<file path="src/rtl/arb_pkg.sv">
// Shared types for the DMA channel arbiter.
// Assumes: the mode select is a single bit supplied by configuration logic.
package arb_pkg;

    typedef enum logic {
        ARB_FIXED = 1'b0,
        ARB_ROUND = 1'b1
    } arb_mode_e;

endpackage

</file>
<file path="src/rtl/arb_prio_order.sv">
// Keeps the rotating priority list. Entry 0 is the highest priority and
// entry N_CH-1 the lowest. In round-robin mode a completion from the owner
// moves that channel to the last entry. A mode change or reset restores
// ascending order. The list for the present cycle's decision is driven out
// combinationally on order_o.
// Assumes: owner_i is one-hot or zero (it is the registered grant).
module arb_prio_order
    import arb_pkg::*;
#(
    parameter int N_CH  = 4,
    parameter int IDX_W = (N_CH > 1) ? $clog2(N_CH) : 1
) (
    input  logic                             clk,
    input  logic                             rst_n,
    input  arb_mode_e                        mode_i,
    input  logic [N_CH-1:0]                  done_i,
    input  logic [N_CH-1:0]                  owner_i,
    output logic [N_CH-1:0][IDX_W-1:0]       order_o
);

    logic [N_CH-1:0][IDX_W-1:0] order_q;
    logic [N_CH-1:0][IDX_W-1:0] ident;
    logic [N_CH-1:0][IDX_W-1:0] shifted;
    logic [N_CH-1:0][IDX_W-1:0] order_nxt;
    logic [N_CH-1:0]            owner_done;
    logic [IDX_W-1:0]           done_idx;
    logic [IDX_W-1:0]           done_pos;
    logic                       mode_chg;
    logic                       do_rot;
    arb_mode_e                  mode_q;

    // Ascending reference order: entry i holds channel i.
    always_comb begin
        for (int i = 0; i < N_CH; i++) ident[i] = IDX_W'(i);
    end

    // Index of the owner that completes this cycle.
    always_comb begin
        owner_done = done_i & owner_i;
        done_idx   = '0;
        for (int i = 0; i < N_CH; i++) begin
            if (owner_done[i]) done_idx = IDX_W'(i);
        end
    end

    // Position of the completing channel inside the current list.
    always_comb begin
        done_pos = '0;
        for (int i = 0; i < N_CH; i++) begin
            if (order_q[i] == done_idx) done_pos = IDX_W'(i);
        end
    end

    // List with the completing channel moved to the back.
    always_comb begin
        for (int i = 0; i < N_CH - 1; i++) begin
            shifted[i] = (IDX_W'(i) < done_pos) ? order_q[i] : order_q[i+1];
        end
        shifted[N_CH-1] = done_idx;
    end

    // Select the list used for this cycle's decision.
    always_comb begin
        mode_chg = (mode_i != mode_q);
        do_rot   = (mode_i == ARB_ROUND) && !mode_chg && (|owner_done);
        if (mode_chg)    order_nxt = ident;
        else if (do_rot) order_nxt = shifted;
        else             order_nxt = order_q;
    end

    assign order_o = order_nxt;

    // Register the list and the mode seen last cycle.
    always_ff @(posedge clk) begin
        if (!rst_n) begin
            order_q <= ident;
            mode_q  <= mode_i;
        end else begin
            order_q <= order_nxt;
            mode_q  <= mode_i;
        end
    end

    // ---- assertions ----
    logic [N_CH-1:0] seen;
    always_comb begin
        seen = '0;
        for (int i = 0; i < N_CH; i++) seen[order_q[i]] = 1'b1;
    end

    // the list stays a permutation of all channels
    a_r7_permutation: assert property (@(posedge clk) disable iff (!rst_n)
        $countones(seen) == N_CH);

    // an owner completion in steady round-robin lands that channel last
    a_r7_owner_last: assert property (@(posedge clk) disable iff (!rst_n)
        (mode_i == ARB_ROUND && mode_q == ARB_ROUND && (|(done_i & owner_i)))
        |=> order_q[N_CH-1] == $past(done_idx));

    // no owner completion, no mode change -> list unchanged
    a_r8_foreign_done: assert property (@(posedge clk) disable iff (!rst_n)
        (mode_i == mode_q && (done_i & owner_i) == '0) |=> $stable(order_q));

    // a mode change restores ascending order
    a_r10_mode_reset: assert property (@(posedge clk) disable iff (!rst_n)
        (mode_i != mode_q) |=> order_q == ident);

    // steady fixed mode never moves the list
    a_r11_fixed_static: assert property (@(posedge clk) disable iff (!rst_n)
        (mode_i == ARB_FIXED && mode_q == ARB_FIXED) |=> $stable(order_q));

endmodule

</file>
<file path="src/rtl/arb_pick.sv">
// Combinational winner selection. Walks the priority list from the highest
// entry down and returns a one-hot vector for the first requesting channel,
// or zero when nobody requests.
// Assumes: order_i is a permutation of the channel indices.
module arb_pick #(
    parameter int N_CH  = 4,
    parameter int IDX_W = (N_CH > 1) ? $clog2(N_CH) : 1
) (
    input  logic [N_CH-1:0]            req_i,
    input  logic [N_CH-1:0][IDX_W-1:0] order_i,
    output logic [N_CH-1:0]            pick_o
);

    // Scan lowest priority first so the highest-priority hit is written last.
    always_comb begin
        pick_o = '0;
        for (int i = N_CH - 1; i >= 0; i--) begin
            if (req_i[order_i[i]]) begin
                pick_o = '0;
                pick_o[order_i[i]] = 1'b1;
            end
        end
    end

    // the picker never returns more than one winner
    a_r2_pick_onehot: assert final ($onehot0(pick_o));

endmodule

</file>
<file path="src/rtl/dma_chan_arbiter.sv">
// Top of the DMA channel arbiter. Holds the registered grant and keeps it
// on a busy owner. Otherwise it loads the winner chosen against the
// priority list, which is updated in the same cycle by owner completions
// or a mode change.
// Assumes: done_i pulses for one cycle at the end of a transfer; busy_i
// of the owner is low by the cycle its completion arrives unless it
// continues.
module dma_chan_arbiter
    import arb_pkg::*;
#(
    parameter int N_CH  = 4,
    localparam int IDX_W = (N_CH > 1) ? $clog2(N_CH) : 1
) (
    input  logic            clk,
    input  logic            rst_n,
    input  logic            rr_mode_i,
    input  logic [N_CH-1:0] req_i,
    input  logic [N_CH-1:0] busy_i,
    input  logic [N_CH-1:0] done_i,
    output logic [N_CH-1:0] gnt_o,
    output logic            gnt_valid_o
);

    logic [N_CH-1:0]            gnt_q;
    logic [N_CH-1:0]            pick;
    logic [N_CH-1:0][IDX_W-1:0] order;
    logic                       hold;
    arb_mode_e                  mode;

    assign mode = arb_mode_e'(rr_mode_i);
    assign hold = |(gnt_q & busy_i);

    arb_prio_order #(.N_CH(N_CH), .IDX_W(IDX_W)) u_order (
        .clk     (clk),
        .rst_n   (rst_n),
        .mode_i  (mode),
        .done_i  (done_i),
        .owner_i (gnt_q),
        .order_o (order)
    );

    arb_pick #(.N_CH(N_CH), .IDX_W(IDX_W)) u_pick (
        .req_i   (req_i),
        .order_i (order),
        .pick_o  (pick)
    );

    // Grant register: keep a busy owner, otherwise take the new winner.
    always_ff @(posedge clk) begin
        if (!rst_n)    gnt_q <= '0;
        else if (hold) gnt_q <= gnt_q;
        else           gnt_q <= pick;
    end

    assign gnt_o       = gnt_q;
    assign gnt_valid_o = |gnt_q;

    // ---- assertions ----
    // grant is one-hot or zero
    a_r2_onehot: assert property (@(posedge clk) disable iff (!rst_n)
        $onehot0(gnt_q));

    // a busy owner keeps the bus on the next cycle
    a_r6_hold: assert property (@(posedge clk) disable iff (!rst_n)
        hold |=> gnt_q == $past(gnt_q));

    // a fresh grant only goes to a channel that was requesting
    a_r5_only_requesters: assert property (@(posedge clk) disable iff (!rst_n)
        !hold |=> (gnt_q == '0) || ((gnt_q & $past(req_i)) != '0));

    // idle bus with no requests gives an empty grant
    a_r3_idle: assert property (@(posedge clk) disable iff (!rst_n)
        (!hold && req_i == '0) |=> gnt_q == '0);

endmodule

</file>
<file path="config.mk">
export PLATFORM = sky130hd
export DESIGN_NAME = dma_chan_arbiter
export DESIGN_NICKNAME = d
export VERILOG_FILES = /design/src/rtl/arb_pkg.sv /design/src/rtl/arb_prio_order.sv /design/src/rtl/arb_pick.sv /design/src/rtl/dma_chan_arbiter.sv
export SDC_FILE = /design/constraint.sdc
export NUM_CORES = 1
export LEC_CHECK = 0
export BUFFER_PORTS_ARGS = -buffer_cell sky130_fd_sc_hd__buf_4
export CAP_MARGIN = 20
export CORE_MARGIN = 10
export CORE_UTILIZATION = 55
export CTS_CLUSTER_DIAMETER = 200
export DETAILED_ROUTE_END_ITERATION = 16
export PLACE_DENSITY = 0.84
export SYNTH_ARGS = -nofsm -noshare
export SYNTH_HDL_FRONTEND = slang
export SYNTH_SLANG_ARGS = --single-unit
</file>
<file path="constraint.sdc">
create_clock -name clk -period 3.08 [get_ports clk]
set_input_delay 0.462 -clock clk [delete_from_list [all_inputs] [get_ports clk]]
set_output_delay 0.462 -clock clk [all_outputs]
set_load 0.01 [all_outputs]
</file>
==> results.md <==
| Quantity | This run |
|---|---|
| Max Clk Rate | 0.375 GHz |
| Antenna-violating nets left | 0 |
| Setup repair after global routing missed its margin | no |
| Start point of the worst min-delay path | rr_mode_i |
| Required time of the critical path | 3290 ps |
| GPL Wtd Cong | 0.919 |
| Layout area overhead | 18.6% |
| Most frequent standard cell in the layout excluding fill and tap cells | buf_4 |
| Total gr overflow | 0 |
| Half-perimeter wire length after placement | 2730 um |
| Share of synthesized area occupied by flip-flops and latches | 22.9% |
| Cell Count, Final, Fillers Out | 182 |
| Register-to-register setup slack | 410 ps |
| Number of remaining DRC errors | 0 |
| Critical Path Fanout Max | 8 |
| Fin nets | 172 |
| Deepest clock path buffer count | 2 |
| GR Util All Layers | 16.1% |
| Arrival time worst endpoint | 2880 ps |
| Worst vdd rail ir drop | 0.000258 V |
| First-iteration detailed-routing DRC count | 78 |
| Startpoint class of the critical path | register |
| Share of layout cells above drive strength 1 | 26.5% |
| DIE HEIGHT | 65.5 um |
| Share of the clock period used by the worst path after layout | 86.6% |
| Max-Slew Margin vs Limit | 65.6% |
| Cts-stage hold buffer count | 0 |
| First drt pass iteration count | 4 |
| Type of the setup path with the least slack | reg -> reg |
| Overall die area | 0.00429 mm^2 |
| CTS tree | done |
| Die Width | 65.5 um |
| Sum of negative setup slack | 0 ps |
| Number of cells after detailed placement | 178 |
| Kind of path behind the tightest hold check | in -> reg |
| Post-synthesis area per instance | 8.62 um^2 |
| Cell leakage power | 0.473 nW |
| Pwr Density | 387 mW/mm^2 |
| Largest cells by area after synthesis | dfxtp_1, mux2i_1, nor2_1 |
| IO buf count | 19 |
| Syn Inst Count | 132 |
| Number of synthesis warnings | 0 |
| Placeable Area | 0.00196 mm^2 |
| Number of enable flip-flop cells after synthesis | 0 |
| Dominant synthesized flop cell | dfxtp_1 |
| Number of clock sinks | 13 |
| Number of buffers inserted during clock tree synthesis | 3 |
| Endpoint, Worst Hold | u_order.mode_q |
| Number of flip-flops and latches in the synthesized netlist | 13 |
| Final Hold Fails | 0 |
| Routed wire length | 3380 um |
| DR vias | 1212 |
| Origin of the worst setup path | gnt_o[1] |
| Share of flip-flops with an asynchronous set or reset after synthesis | 0% |
| Mapped Nets | 148 |
| Count of cells along the worst hold path | 1 |
| Post-synth top area share | 22.9% |
| Clock-pin slew reported for the worst setup and hold paths after clock tree synthesis | 90 ps |
| H-Tree Level Count | 1 |
| Number of antenna repair diodes | 0 |
| Wire length per cell | 18.6 um |
| Wire length of the first global-routing pass | 5590 um |
| Cell area after technology mapping | 0.00114 mm^2 |
| Number of global-route vias before repair | 1191 |
| Final Max Slew Viols | 0 |
| Distinct cells, synth | 57 |
| Critical Path End Type | register |
| Number of placement rows | 16 |
| Reg2Reg Capture Point | gnt_o[0] |
| Max Cap Violations | 0 |
| Effective utilization at floorplan | 58.0% |
| Count of cells resized by post-cts repair | 0 |
| Pin count of the biggest net entering global routing | 13 |
| Outcome | complete, no violations |
| Number of top-level design ports | 20 |
| Crit path time final | 2670 ps |
| Maximum clock skew at final layout | 11.1 ps |
| Clock insertion delay at the later pin of the skew report | 290 ps |
| Vias/cell | 6.66 |
| Top cell type by total area after synthesis | dfxtp_1 |
| Reg-to-reg startpoint | gnt_o[1] |
| Worst r2r path cells | 9 |
| Clock Root Buffer | clkbuf_4 |
| Final setup vio count | 0 |
| Leading cell types in the layout, fill and taps excluded | buf_4, nor2_1, dfxtp_1 |
| Actual slew at the worst max-slew pin | 516 ps |
| Postcts setup bufs | 0 |
| Number of antenna violations at the first check in global routing | 0 |
registers in the layout, indices dropped and copies added, names as in the netlist:
signal and cells:
u_order.order_q 8, gnt_o 4, u_order.mode_q 1
worst max-delay path by stage:
stage / to / slack, ps
floorplan: gnt_o[2] / 590
global placement: gnt_o[2] / 380
detailed placement: gnt_o[2] / 330
CTS: gnt_o[0] / 470
global route: gnt_o[1] / 210
finish: gnt_o[0] / 410
logic make-up after synthesis:
logic type | after synthesis | synth area share (%)
multiplexers | 12 | 12.7
flip-flops | 13 | 22.9
XOR/XNOR | 2 | 1.54
buffers and inverters | 5 | 1.65
AND/OR/NAND/NOR | 50 | 22.6
adder cells (fa/ha/maj) | 1 | 1.10
AO/OA/AOI/OAI | 49 | 37.6
metrics by stage:
step	power (W)	instance area [um^2]	worst slack [ps]	hold slack, ps	utilization [%]
2_1_floorplan	0.000337	1140	592	490	-
6_report	0.000523	1350	414	291	68.8
3_3_place_gp	0.000404	1320	378	579	67.3
5_1_grt	0.000551	1350	209	287	68.8
3_5_place_dp	0.000410	1320	331	582	67.3
4_1_cts	0.000517	1350	467	293	68.8
worst max-delay path, cell delays in order, from the launching register on:
cell and delay (ps):
dfxtp_1 520, nand2_1 230, xor2_1 210, a21oi_2 210
nand3_1 190, mux2i_2 390, mux2i_1 320, mux2_2 230
o2111ai_1 120, o22ai_1 170
where the power goes:
group	internal [W]	switching, W	total (W)
registers	0.000179	0.0000208	0.000200
clock network	0.0000483	0.0000642	0.000113
logic	0.0000947	0.000115	0.000210
cells in the mapped netlist (3+ instances only):
library cell,instances
dfxtp_1,13
nor2_1,13
nand2_1,12
a21oi_1,7
mux2i_1,7
nand2b_1,7
a21oi_2,3
and2_1,3
inv_1,3
nand3_1,3
nand4_1,3
o21ai_0,3
o31ai_1,3
cell type report:
| class | count | area, um^2 |
|---|---|---|
| fill | 178 | 613 |
| tap | 27 | 33.8 |
| clock buffer | 3 | 22.5 |
| sequential | 13 | 260 |
| multi-input combinational | 114 | 858 |
| inverter | 3 | 11.3 |
| clock inverter | 1 | 5.00 |
| timing repair buffer | 21 | 158 |
metal layers:
| metal | part of all wire, % | track usage (%) | wire, um |
|---|---|---|---|
| met3 | 9.1 | 4.58 | 307 |
| met1 | 40 | 18.6 | 1360 |
| met2 | 49 | 26.7 | 1650 |
| met5 | 0 | 0 | 0 |
| met4 | 1.8 | 8.02 | 61 |
No activity file was read; power rests on OpenSTA's default activity.
